File: src/rtl/drt_pkg.sv
package drt_pkg;
  localparam int unsigned BYTE_W  = 8;
  localparam int unsigned N_TMR   = 2;
  localparam int unsigned ADDR_W  = 2;
  localparam int unsigned MODE_W  = 3;

  localparam logic [ADDR_W-1:0] A_MODE = 2'd0;
  localparam logic [ADDR_W-1:0] A_PLO  = 2'd1;
  localparam logic [ADDR_W-1:0] A_PHI  = 2'd2;
  localparam logic [ADDR_W-1:0] A_IEN  = 2'd3;

  typedef struct packed {
    logic chain;
    logic run_hi;
    logic run_lo;
  } mode_t;
endpackage

File: src/rtl/drt_prescale.sv
module drt_prescale (
  input  logic clk,
  input  logic rst,
  input  logic active,
  output logic tick
);
  logic phase_q;

  always_ff @(posedge clk) begin
    if (rst)          phase_q <= 1'b0;
    else if (active)  phase_q <= ~phase_q;
    else              phase_q <= 1'b0;
  end

  assign tick = active & phase_q;

  // ticks never come back to back
  a_r2_tick_alternates: assert property (@(posedge clk) disable iff (rst)
    tick |=> !tick);
endmodule

File: src/rtl/drt_counter.sv
module drt_counter #(
  parameter int unsigned W = 8
) (
  input  logic         clk,
  input  logic         rst,
  input  logic         run,
  input  logic         step,
  input  logic         reload_ok,
  input  logic [W-1:0] preset,
  output logic         at_top,
  output logic         wrap
);
  localparam logic [W-1:0] TOP = {W{1'b1}};
  logic [W-1:0] cnt_q;

  assign at_top = (cnt_q == TOP);
  assign wrap   = run & step & at_top;

  always_ff @(posedge clk) begin
    if (rst)           cnt_q <= '0;
    else if (!run)     cnt_q <= preset;
    else if (step) begin
      if (at_top)      cnt_q <= reload_ok ? preset : '0;
      else             cnt_q <= cnt_q + 1'b1;
    end
  end

  // a running counter holds between steps
  a_r2_hold_between_steps: assert property (@(posedge clk) disable iff (rst)
    (run && !step) |=> (cnt_q == $past(cnt_q)));
  // a wrap that may reload lands on the preset
  a_r3_reload_value: assert property (@(posedge clk) disable iff (rst)
    (wrap && reload_ok) |=> (cnt_q == $past(preset)));
endmodule

File: src/rtl/drt_flags.sv
module drt_flags #(
  parameter int unsigned N = 2
) (
  input  logic         clk,
  input  logic         rst,
  input  logic         clr,
  input  logic [N-1:0] ovf,
  input  logic [N-1:0] ien_next,
  output logic [N-1:0] flag,
  output logic [N-1:0] req
);
  logic [N-1:0] flag_q, req_q;
  logic [N-1:0] flag_n;

  assign flag_n = (clr ? '0 : flag_q) | ovf;

  always_ff @(posedge clk) begin
    if (rst) begin
      flag_q <= '0;
      req_q  <= '0;
    end else begin
      flag_q <= flag_n;
      req_q  <= flag_n & ien_next;
    end
  end

  assign flag = flag_q;
  assign req  = req_q;

  generate
    for (genvar i = 0; i < N; i++) begin : g_chk
      // an overflow on the clearing edge survives
      a_r8_ovf_wins: assert property (@(posedge clk) disable iff (rst)
        ovf[i] |=> flag_q[i]);
      // request only with its flag
      a_r9_req_needs_flag: assert property (@(posedge clk) disable iff (rst)
        req_q[i] |-> flag_q[i]);
    end
  endgenerate

  // a read with no new overflow empties the flags
  a_r7_read_clears: assert property (@(posedge clk) disable iff (rst)
    (clr && (ovf == '0)) |=> (flag_q == '0));
endmodule

File: src/rtl/dual_reload_timer.sv
module dual_reload_timer
  import drt_pkg::*;
(
  input  logic              clk,
  input  logic              rst,
  input  logic              wr_en,
  input  logic [ADDR_W-1:0] wr_addr,
  input  logic [BYTE_W-1:0] wr_data,
  input  logic              rd_stb,
  output logic [N_TMR-1:0]  status,
  output logic [N_TMR-1:0]  irq
);
  mode_t              mode_q;
  logic [BYTE_W-1:0]  preset_q [N_TMR];
  logic [N_TMR-1:0]   ien_q, ien_n;

  // register writes
  always_ff @(posedge clk) begin
    if (rst) begin
      mode_q <= '0;
      ien_q  <= '0;
    end else if (wr_en) begin
      if (wr_addr == A_MODE) mode_q <= mode_t'(wr_data[MODE_W-1:0]);
      if (wr_addr == A_IEN)  ien_q  <= wr_data[N_TMR-1:0];
    end
  end

  generate
    for (genvar i = 0; i < N_TMR; i++) begin : g_pre
      localparam logic [ADDR_W-1:0] MY_ADDR = ADDR_W'(i + 1);
      always_ff @(posedge clk) begin
        if (rst)                               preset_q[i] <= '0;
        else if (wr_en && wr_addr == MY_ADDR)  preset_q[i] <= wr_data;
      end
    end
  endgenerate

  assign ien_n = (wr_en && wr_addr == A_IEN) ? wr_data[N_TMR-1:0] : ien_q;

  // timer control
  logic run_lo, run_hi, active, tick;
  logic lo_top, hi_top, lo_wrap, hi_wrap;
  logic [N_TMR-1:0] ovf;

  assign run_lo = mode_q.chain | mode_q.run_lo;
  assign run_hi = mode_q.chain | mode_q.run_hi;
  assign active = run_lo | run_hi;

  drt_prescale u_pre (
    .clk    (clk),
    .rst    (rst),
    .active (active),
    .tick   (tick)
  );

  drt_counter #(.W(BYTE_W)) u_lo (
    .clk       (clk),
    .rst       (rst),
    .run       (run_lo),
    .step      (tick),
    .reload_ok (~mode_q.chain | hi_top),
    .preset    (preset_q[0]),
    .at_top    (lo_top),
    .wrap      (lo_wrap)
  );

  drt_counter #(.W(BYTE_W)) u_hi (
    .clk       (clk),
    .rst       (rst),
    .run       (run_hi),
    .step      (mode_q.chain ? (tick & lo_top) : tick),
    .reload_ok (1'b1),
    .preset    (preset_q[1]),
    .at_top    (hi_top),
    .wrap      (hi_wrap)
  );

  assign ovf = {hi_wrap, lo_wrap & ~mode_q.chain};

  drt_flags #(.N(N_TMR)) u_flags (
    .clk      (clk),
    .rst      (rst),
    .clr      (rd_stb),
    .ovf      (ovf),
    .ien_next (ien_n),
    .flag     (status),
    .req      (irq)
  );

  // flags are empty right after reset
  a_r1_reset_clear: assert property (@(posedge clk)
    $past(rst) |-> (status == '0 && irq == '0));
  // a stopped block raises no overflow
  a_r4_idle_quiet: assert property (@(posedge clk) disable iff (rst)
    !active |-> (ovf == '0));
  // chained mode never flags the low timer
  a_r5_chain_no_lo_flag: assert property (@(posedge clk) disable iff (rst)
    mode_q.chain |-> !ovf[0]);
endmodule

File: config.mk
export PLATFORM = sky130hd
export DESIGN_NAME = dual_reload_timer
export DESIGN_NICKNAME = d
export VERILOG_FILES = /design/src/rtl/drt_pkg.sv /design/src/rtl/drt_prescale.sv /design/src/rtl/drt_counter.sv /design/src/rtl/drt_flags.sv /design/src/rtl/dual_reload_timer.sv
export SDC_FILE = /design/constraint.sdc
export NUM_CORES = 1
export LEC_CHECK = 0
export ABC_AREA = 1
export BUFFER_PORTS_ARGS = -buffer_cell sky130_fd_sc_hd__buf_2
export CORE_UTILIZATION = 49
export DETAILED_ROUTE_END_ITERATION = 12
export PLACE_DENSITY = 0.67
export SLEW_MARGIN = 20
export SYNTH_ARGS = -nofsm -noshare
export SYNTH_HDL_FRONTEND = slang
export SYNTH_SLANG_ARGS = --single-unit
File: constraint.sdc
create_clock -name clk -period 2.1 [get_ports clk]
set_input_delay 0.42 -clock clk [delete_from_list [all_inputs] [get_ports clk]]
set_output_delay 0.42 -clock clk [all_outputs]
set_load 0.01 [all_outputs]
==> results.md, run 1 <==
- Sequential area share after synthesis: 0.455
- Die X: 69 µm
- Internal power: 1220 µW
- Final nets: 335
- Cell taking the most area after synthesis: dfxtp_1
- Commonest non-fill, non-tap cell in the layout: nand2_1
- Period minus WS final: 1.71 ns
- Total GRT Usage: 0.205
- Share of the synthesized area in the top cell type: 0.237
- Compound-Gate Fraction of Synth Area: 0.101
- Root Driver: clkbuf_8
- Main combinational cell family by area after synthesis: simple AND/OR/NAND/NOR gates
- Die H: 69 µm
- Setup Viol. Count Final: 0
- Routed Antenna Nets: 0
- Routability-driven placement congestion ratio: 0.794
- Largest net degree at the start of global routing: 15
- Synthesis Warnings: 0
- Syn Nets: 315
- Number of buffers added on ports: 17
- Post-DP HPWL: 3.30 mm
- Clock buffer depth: 2
- Setup repair bufs after CTS: 0
- Status: complete, no violations
- Measured slew at the worst slew-check pin: 0.750 ns
- Most frequent cells in the layout: nand2_1 (61), nor2_1 (50), inv_1 (44)
- Placed Instances: 364
- Tot Pwr: 1720 µW
- Initial Util: 0.509
- Switching Fraction: 0.288
- WHS: 0.390 ns
- Layout cells sized above 1: 0.150
- Cts hold-fix bufs: 0
- Fin util: 0.560
- Multiplexer share of the synthesized area: 0
- Ports: 18
- CTS tree: built
- Count of cell types in the netlist: 30
- FP Rows: 24
- Clock share of power: 0.308
- CP Class: flip-flop to flip-flop
- Slew Limit Fails: 0
- Non-filler cells in the finished layout: 372
- Post-Synth Adder-Cell Area: 0.0114
- Met3 Usage GRT: 0.0482
- Setup_tns: 0 ns
- Worst Setup Start Kind: flip-flop
- Crit path required time: 2.30 ns
- Clock-pin transition on the worst setup and hold timing paths: 0.09 ns
- Worst vdd rail ir drop: 0.533 mV
- Clock Latency Late Sink: 0.30 ns
- RSZ-0062 raised after global routing: no
- First-pass GRT wire length: 7.78 mm
- Final WL: 4.51 mm
- Initial antenna violation count: 0
- Met2 Track Usage GR: 0.320
- Final worst clock skew: 0.00753 ns
- Grt total ovfl: 0
- Multi-input logic area: 991 µm²
- Met1 GRT Util: 0.282
- H-tree depth: 2
- Core area: 4320 µm²
- Fillers: 426
- Post-route DRC: 0
- Psw: 494 µW
- Sequential share of power: 0.555
- Logic pwr share: 0.137
- GR peak layer: met2
- Pwr dens: 708 nW/µm²
- Area delta synth->final: 10.1%
- Netlist Area Pre-Place: 2200 µm²
- Final hold viol count: 0
- Post-Syn Instances: 299
- Sequential cell area: 1000 µm²
- Ant diodes: 0
- Synth area leaders: dfxtp_1 (24%), edfxtp_1 (22%), nand2_1 (10%), nor2_1 (8.5%), inv_1 (7.5%)
- Lkg Pwr: 0.00113 µW
- Resized cells post-CTS: 0
- Worst EP arrival: 1.91 ns
- Hold Crit Class: primary input to flip-flop
- Routed len/inst: 12.1 µm
- Die area: 4760 µm²
- Max Freq: 0.584 GHz
- CTS Sinks: 42
- Via count: 1871
- CTS Buf Count: 5
- Relative slew slack: 0.497
- Syn avg cell area: 7.36 µm²
- Max cap viols: 0
- Worst-path maximum fanout: 13
- Post-synthesis xor/xnor area fraction: 0.0199
- Setup crit end kind: flip-flop
- Crit share post-route: 0.815
- DRT iter0 DRCs: 139
- Via density: 5.03
- Number of global-route vias before repair: 1698
- Simple-gate portion of the synthesized area: 0.314
- #FFs+latches synth: 42
- Pre-antenna DRT Iters: 4
-- synth_stat cells --
master / number
a21boi_0: 1
a21oi_1: 11
a21oi_2: 2
buf_2: 1
buf_4: 2
buf_6: 1
clkbuf_1: 1
dfxtp_1: 26
edfxtp_1: 16
ha_1: 2
inv_1: 44
inv_2: 3
inv_4: 1
nand2_1: 61
nand2_2: 5
nand2_4: 1
nand3_1: 23
nand4_1: 6
nor2_1: 50
nor2_2: 5
nor2_4: 2
nor3_1: 3
nor3_2: 1
o21ai_0: 17
o21ai_1: 3
o21bai_1: 1
o22ai_1: 3
o31ai_1: 2
xnor2_1: 1
xor2_1: 4
-- worst max-delay path, cell delays in order (launching register included) --
cell and delay [ns]:
dfxtp_1 0.39, ha_1 0.21, nand2_2 0.10, nor2_4 0.12, nand2_2 0.19, nand2_1 0.13
nand2_2 0.08, nand2_4 0.11, inv_2 0.10, nor2_1 0.12, nor2_1 0.05
-- power by group through the flow --
stage                     combinational [µW]  sequential, µW  clock [µW]
after floorplan                          178             959           0
after global placement                   226             969           0
after detailed placement                 230             970           0
after CTS                                232             952         534
after global routing                     272             960         572
final                                    235             952         529
-- metrics by stage --
stage | area (µm²) | setup slack [ns]
after global placement | 2320 | 0.188
after global routing | 2420 | 0.214
after floorplan | 2200 | 0.537
final | 2420 | 0.389
after detailed placement | 2320 | 0.106
after CTS | 2410 | 0.390
-- metal layers --
layer,vias to the layer above,routed length (µm)
li1,990,-
met1,837,2220
met2,38,2070
met3,6,165
met4,0,57
met5,-,0
-- state kept, by name, summed over array words and instances (netlist names) --
name           count
ien_q              2
mode_q             3
preset_q          16
u_flags.flag       2
u_flags.req        2
u_hi.cnt_q         8
u_lo.cnt_q         8
u_pre.phase_q      1
-- final cells by class --
type / instances / area share
Sequential cell: 42 / 0.413
Multi-Input combinational cell: 204 / 0.409
Inverter: 48 / 0.0754
Timing Repair Buffer: 18 / 0.0382
Clock buffer: 5 / 0.0284
Tap cell: 52 / 0.0269
Clock inverter: 3 / 0.00878
-- worst paths after layout --
| check | end | depth (start not counted) | from | slack, ns |
|---|---|---|---|---|
| worst max register to register | u_hi.cnt_q[3] | 10 | u_lo.cnt_q[0] | 0.39 |
| worst min-delay path | ien_q[0] | 3 | wr_data[0] | 0.39 |
| worst max-delay path | u_hi.cnt_q[3] | 10 | u_lo.cnt_q[0] | 0.39 |
| worst min register to register | u_pre.phase_q | 1 | u_pre.phase_q | 0.48 |
-- cell families after synthesis --
logic type / count (synthesis)
simple gates: 157
buf+inv: 53
flops: 42
compound gates: 40
xor+xnor: 5
fa+ha+maj: 2
Note: power is estimated with default switching activity, not from simulation.
==> run 2, diff against run 1 <==
ABC_AREA = 0   (was 1)
PLACE_DENSITY = 0.68   (was 0.67)
clock period = 1.7 ns   (was 2.1 ns; I/O delays follow)
==> run 2 against run 1 <==
Critical path depth fell by 3. Register-to-register slack lost 0.26 ns. Largest power group unchanged. Count of clock-buffer cells in the layout grew 1. Critical endpoint is now u_lo.cnt_q[4]. Sequential share of layout area rose by 0.72 points. Total power increased by 23%. Final area shrank 1.7%. Highest routed layer unchanged. Die area shrank 6.5%. First-iteration DRC count decreased by 36%. Core utilization increased by 3.5 points. Via count down 14%. Maximum frequency rose by 9.0%. Sequential power is 22% higher.
==> results.md, run 2 <==
- Reg with most FFs: preset_q (unchanged)
- Final worst clock skew: 0.00472 ns (was 0.00753 ns)
- Most frequent cells in the layout: nor2_1 (28), dfxtp_1 (26), and2_1 (19), buf_4 (19), buf_2 (17) (was nand2_1 (61), nor2_1 (50), inv_1 (44))
- Share of the synthesized area in the top cell type: 0.254 (was 0.237)
- Synthesis Warnings: 0 (unchanged)
- Post-route DRC: 0 (unchanged)
- Routed len/inst: 14.4 µm (was 12.1 µm)
- Max reg flops: 16 (unchanged)
- Post-DP HPWL: 3.10 mm (was 3.30 mm)
- Crit share post-route: 0.923 (was 0.815)
- Lkg Pwr: 0.000948 µW (was 0.00113 µW)
- Number of buffers added on ports: 17 (unchanged)
- CTS Sinks: 42 (unchanged)
- FP Rows: 23 (was 24)
- Via density: 5.47 (was 5.03)
- Max Freq: 0.637 GHz (was 0.584 GHz)
- Ports: 18 (unchanged)
- Netlist Area Pre-Place: 2050 µm² (was 2200 µm²)
- Period minus WS final: 1.57 ns (was 1.71 ns)
- Fin worst setup slack: 0.131 ns (was 0.389 ns)
- Final Cell Area: 2380 µm² (was 2420 µm²)
- Die area: 4450 µm² (was 4760 µm²)
- CTS Buf Count: 5 (unchanged)
- Count leader, synth: nor2_1 (was nand2_1)
- Syn avg cell area: 9.82 µm² (was 7.36 µm²)
- Dpl ws: 0.0856 ns (was 0.106 ns)
- Critical Path Start: u_hi.cnt_q[0] (was u_lo.cnt_q[0])
- #FFs+latches synth: 42 (unchanged)
- RSZ-0062 raised after global routing: no (unchanged)
- Largest regs: preset_q: 16 flops, u_hi.cnt_q: 8 flops, u_lo.cnt_q: 8 flops (unchanged)
- Root Driver: clkbuf_8 (unchanged)
- Largest net degree at the start of global routing: 17 (was 15)
- Syn Nets: 225 (was 315)
- Sequential area share after synthesis: 0.488 (was 0.455)
- Asr flop ratio synth: 0 (unchanged)
- First-pass GRT wire length: 6.92 mm (was 7.78 mm)
- WHS: 0.333 ns (was 0.390 ns)
- Post-Syn Instances: 209 (was 299)
- Worst hold start: wr_data[2] (was wr_data[0])
- Synth Flop Type: dfxtp_1 (unchanged)
- Core area: 4000 µm² (was 4320 µm²)
- Count of cell types in the netlist: 44 (was 30)
- Worst r2r src: u_hi.cnt_q[0] (was u_lo.cnt_q[0])
- DRT iter0 DRCs: 89 (was 139)
- Final hold viol count: 0 (unchanged)
- Routability-driven placement congestion ratio: 0.899 (was 0.794)
- Worst-path maximum fanout: 6 (was 13)
- Measured slew at the worst slew-check pin: 0.361 ns (was 0.750 ns)
- Fillers: 362 (was 426)
- Cts hold-fix bufs: 0 (unchanged)
- Status: complete, no violations (unchanged)
- CP Class: flip-flop to flip-flop (unchanged)
- Number of global-route vias before repair: 1426 (was 1698)
- Pwr dens: 890 nW/µm² (was 708 nW/µm²)
- Cell taking the most area after synthesis: dfxtp_1 (unchanged)
- Clock Latency Late Sink: 0.30 ns (about the same)
- Layout cells sized above 1: 0.217 (was 0.150)
- Slew Limit Fails: 0 (unchanged)
- CTS tree: built (unchanged)
- Setup crit end kind: flip-flop (unchanged)
- Fin util: 0.595 (was 0.560)
- FF-to-FF path depth: 7 (was 10)
- Die X: 66.7 µm (was 69 µm)
- Grt total ovfl: 0 (unchanged)
- Initial Util: 0.513 (was 0.509)
- Hold Crit Class: primary input to flip-flop (unchanged)
- Hold Crit Depth: 3 (unchanged)
- Synth area leaders: dfxtp_1 (25%), edfxtp_1 (23%), and2_1 (5.8%), nor2_1 (5.3%), mux2i_1 (3.9%) (was dfxtp_1 (24%), edfxtp_1 (22%), nand2_1 (10%), nor2_1 (8.5%), inv_1 (7.5%))
- Final nets: 259 (was 335)
- Clock-pin transition on the worst setup and hold timing paths: 0.08 ns (was 0.09 ns)
- Worst Setup Start Kind: flip-flop (unchanged)
- Clock buffer depth: 2 (unchanged)
- Area delta synth->final: 16.0% (was 10.1%)
- Setup Viol. Count Final: 0 (unchanged)
- Die H: 66.7 µm (was 69 µm)
- Via count: 1608 (was 1871)
- Commonest non-fill, non-tap cell in the layout: nor2_1 (was nand2_1)
- Crit path required time: 1.89 ns (was 2.30 ns)
- Total GRT Usage: 0.215 (was 0.205)
- Post-synth EDFFs: 16 (unchanged)
- Relative slew slack: 0.759 (was 0.497)
- Setup_tns: 0 ns (unchanged)
- Pre-antenna DRT Iters: 4 (unchanged)
- Most frequent cells after synthesis: nor2_1 (29), dfxtp_1 (26), and2_1 (19), edfxtp_1 (16) (was nand2_1 (61), nor2_1 (50), inv_1 (44), dfxtp_1 (26), nand3_1 (23))
- H-tree depth: 2 (unchanged)
- Placed cell area: 2260 µm² (was 2320 µm²)
- Ant diodes: 0 (unchanged)
- Routed Antenna Nets: 0 (unchanged)
- Final WL: 4.24 mm (was 4.51 mm)
- Worst EP arrival: 1.76 ns (was 1.91 ns)
- Max cap viols: 0 (unchanged)
- Initial antenna violation count: 0 (unchanged)
- Worst vdd rail ir drop: 0.717 mV (was 0.533 mV)
==> run 2: changes by cell type after synthesis, moves of 5 or more <==
cell     delta
mux2i_1     +8
and2_1     +19
inv_1      -40
nand3_1    -14
nand2_1    -52
nor2_2      -5
o21ai_0    -10
nand2_2     -5
nor2_1     -21
==> run 2: timing repair <==
item                       CTS  global route
buffers inserted             0             1
gates resized for setup      0             4
setup endpoints to repair    0             6
==> run 2: layer usage <==
| metal | part of all wire | global-route usage | up-vias |
|---|---|---|---|
| met1 | 0.48 | 0.296 | 736 |
| met4 | 0.020 | 0.0957 | 0 |
| li1 | - | - | 825 |
| met5 | 0 | 0 | - |
| met2 | 0.43 | 0.306 | 40 |
| met3 | 0.069 | 0.0668 | 7 |
==> run 2: stage by stage <==
| step | power (µW) | std cells |
|---|---|---|
| finish | 2120 | 294 |
| global placement | 1440 | 285 |
| CTS | 2130 | 293 |
| detailed placement | 1440 | 285 |
| global route | 2210 | 294 |
| floorplan | 1350 | 209 |
==> run 2: cell type report <==
class / instances / area, µm² / area share
Multi-Input combinational cell: 153 / 956 / 0.401
Clock inverter: 2 / 16.3 / 0.00683
Timing Repair Buffer: 37 / 248 / 0.104
Sequential cell: 42 / 1000 / 0.420
Inverter: 4 / 15.0 / 0.00631
Tap cell: 50 / 62.6 / 0.0263
Clock buffer: 6 / 82.6 / 0.0347
==> run 2: critical path, cell delays in order (launching register included) <==
cell	delay [ns]
dfxtp_1	0.32
ha_1	0.21
nand4_1	0.13
o21ai_0	0.10
buf_4	0.14
a31o_2	0.30
a22oi_1	0.20
nor2_1	0.06
==> run 2: path summary, 6_finish.rpt <==
| check | slack, ns | end |
|---|---|---|
| max | 0.13 | u_lo.cnt_q[4] |
| min | 0.33 | mode_q[2] |
| max reg2reg | 0.13 | u_lo.cnt_q[4] |
| min reg2reg | 0.51 | u_lo.cnt_q[3] |
==> run 2: logic make-up (layout without fill, tap and decap cells) <==
| logic type | count (synthesis) | count (layout) | share of synthesized area |
|---|---|---|---|
| mux | 8 | 8 | 0.0390 |
| flops | 42 | 42 | 0.488 |
| xor+xnor | 6 | 6 | 0.0256 |
| buf+inv | 14 | 49 | 0.0518 |
| compound gates | 44 | 44 | 0.148 |
| fa+ha+maj | 2 | 2 | 0.0122 |
| simple gates | 93 | 93 | 0.235 |
==> run 2: where the power goes <==
group / leakage (µW) / internal [µW] / switching [µW]
Sequential: 0.000371 / 1110 / 46.7
Clock: 0.0000478 / 334 / 360
Combinational: 0.000529 / 128 / 137
==> run 3, diff against run 2 <==
CORE_UTILIZATION = 58   (was 49)
PLACE_DENSITY = 0.78   (was 0.68)
==> run 3 against run 2 <==
Die area is 15% lower. Wire length grew 0.82%. Non-clock buffer count down 2. Worst setup slack lost 0.12 ns. Largest power group unchanged.
==> results.md, run 3 (synthesized netlist as in run 2, its figures left out) <==
- Routed Antenna Nets: 0 (unchanged)
- Max reg flops: 16 (unchanged)
- Max cap viols: 0 (unchanged)
- Post-route DRC: 0 (unchanged)
- Dpl ws: -0.0495 ns (was 0.0856 ns)
- Via density: 5.67 (was 5.47)
- Tot Pwr: 2060 µW (was 2120 µW)
- Routability-driven placement congestion ratio: 0.901 (was 0.899)
- Reg with most FFs: preset_q (unchanged)
- Commonest non-fill, non-tap cell in the layout: nor2_1 (unchanged)
- FP Rows: 21 (was 23)
- Clock-pin transition on the worst setup and hold timing paths: 0.12 ns (was 0.08 ns)
- Root Driver: clkbuf_4 (was clkbuf_8)
- Crit share post-route: 0.996 (was 0.923)
- RSZ-0062 raised after global routing: yes (was no)
- Final nets: 257 (was 259)
- Total GRT Usage: 0.254 (was 0.215)
- Die X: 61.5 µm (was 66.7 µm)
- Area delta synth->final: 14.5% (was 16.0%)
- Largest regs: preset_q: 16 flops, u_hi.cnt_q: 8 flops, u_lo.cnt_q: 8 flops (unchanged)
- Final WL: 4.28 mm (was 4.24 mm)
- Worst-path maximum fanout: 6 (unchanged)
- Setup crit end kind: flip-flop (unchanged)
- Setup repair bufs after CTS: 0 (unchanged)
- Fillers: 282 (was 362)
- Crit-path cells: nand4_1 > or2_4 > a31oi_1 > a2bb2oi_1 > nor2_1 (was ha_1 > nand4_1 > o21ai_0 > buf_4 > a31o_2 > a22oi_1 > nor2_1)
- Ant diodes: 0 (unchanged)
- Most frequent cells in the layout: nor2_1 (29), dfxtp_1 (26), and2_1 (19) (was nor2_1 (28), dfxtp_1 (26), and2_1 (19), buf_4 (19), buf_2 (17))
- Number of buffers added on ports: 17 (unchanged)
- Die H: 61.5 µm (was 66.7 µm)
- Period minus WS final: 1.69 ns (was 1.57 ns)
- Core area: 3360 µm² (was 4000 µm²)
- Sequential cell area: 1000 µm² (unchanged)
- Setup Viol. Count Final: 0 (unchanged)
- Worst EP arrival: 1.94 ns (was 1.76 ns)
- Worst Setup Start Kind: flip-flop (unchanged)
- Max Freq: 0.590 GHz (was 0.637 GHz)
- CP max stage delay: 0.40 ns (was 0.32 ns)
- Die area: 3780 µm² (was 4450 µm²)
- Measured slew at the worst slew-check pin: 0.628 ns (was 0.361 ns)
- Fin util: 0.699 (was 0.595)
- Pre-antenna DRT Iters: 4 (unchanged)
- CP max-delay cell: dfxtp_1 (unchanged)
- CTS Sinks: 42 (unchanged)
- Status: complete, no violations (unchanged)
- DRT iter0 DRCs: 85 (was 89)
- CP Class: flip-flop to flip-flop (unchanged)
- Largest net degree at the start of global routing: 17 (unchanged)
- Grt total ovfl: 0 (unchanged)
- Cts hold-fix bufs: 0 (unchanged)
- Pwr dens: 878 nW/µm² (was 890 nW/µm²)
- Number of global-route vias before repair: 1508 (was 1426)
- Placed cell area: 2240 µm² (was 2260 µm²)
- CTS tree: built (unchanged)
- Fin worst setup slack: 0.00616 ns (was 0.131 ns)
- Via count: 1633 (was 1608)
- First-pass GRT wire length: 6.64 mm (was 6.92 mm)
- Final hold viol count: 0 (unchanged)
- Setup_tns: 0 ns (unchanged)
- H-tree depth: 2 (unchanged)
- Worst path top cell family by delay: simple AND/OR/NAND/NOR gates (was compound AO/OA/AOI/OAI gates)
- Worst Path Buf+Inv: 0 (was 1)
- Clock buffer depth: 2 (unchanged)
- Routed len/inst: 14.9 µm (was 14.4 µm)
- Crit path required time: 1.95 ns (was 1.89 ns)
- Slew Limit Fails: 0 (unchanged)
- Worst vdd rail ir drop: 0.611 mV (was 0.717 mV)
- Layout cells sized above 1: 0.215 (was 0.217)
- Hold Crit Class: primary input to flip-flop (unchanged)
- Lkg Pwr: 0.000930 µW (was 0.000948 µW)
- Initial antenna violation count: 0 (unchanged)
- Multi-input logic area: 977 µm² (was 956 µm²)
- CTS Buf Count: 5 (unchanged)
- Ports: 18 (unchanged)
- Post-DP HPWL: 3.15 mm (was 3.10 mm)
- Clock Latency Late Sink: 0.35 ns (was 0.30 ns)
- Initial Util: 0.610 (was 0.513)
- Relative slew slack: 0.578 (was 0.759)
- Final Cell Area: 2350 µm² (was 2380 µm²)
- Final worst clock skew: 0.00873 ns (was 0.00472 ns)
run 3: layout make-up:
cell class | instances | share of cell area
Clock buffer | 6 | 0.0176
Clock inverter | 2 | 0.0160
Inverter | 4 | 0.00639
Multi-Input combinational cell | 153 | 0.416
Sequential cell | 42 | 0.426
Tap cell | 46 | 0.0245
Timing Repair Buffer | 35 | 0.0937
run 3: routing by layer:
layer | part of all wire | track usage | up-vias | routed length (µm)
li1 | - | - | 817 | -
met1 | 0.44 | 0.310 | 765 | 1890
met2 | 0.50 | 0.406 | 47 | 2140
met3 | 0.044 | 0.0693 | 4 | 188
met4 | 0.013 | 0.143 | 0 | 56
met5 | 0 | 0 | - | 0
run 3: final timing paths:
path | startpoint | to | slack [ns] | cells past startpoint
worst max-delay path | u_lo.cnt_q[4] | u_lo.cnt_q[3] | 0.006 | 5
worst min-delay path | wr_data[5] | preset_q[1][5] | 0.27 | 2
worst max register to register | u_lo.cnt_q[4] | u_lo.cnt_q[3] | 0.006 | 5
worst min register to register | preset_q[0][5] | u_lo.cnt_q[5] | 0.51 | 2
run 3: what timing repair did:
item,in CTS,in global routing
endpoints found under the setup margin,3,8
pin swaps,0,2
gates resized for setup,4,3
run 3: report_power, final:
group          internal [µW]  switching, µW
combinational            130            139
clock                    310            322
sequential              1110           50.2
run 3: through the flow:
| step | cells | hold WS, ns |
|---|---|---|
| 5_1_grt | 288 | 0.257 |
| 2_1_floorplan | 209 | 0.447 |
| 4_1_cts | 288 | 0.260 |
| 6_report | 288 | 0.272 |
| 3_5_place_dp | 280 | 0.489 |
| 3_3_place_gp | 280 | 0.483 |
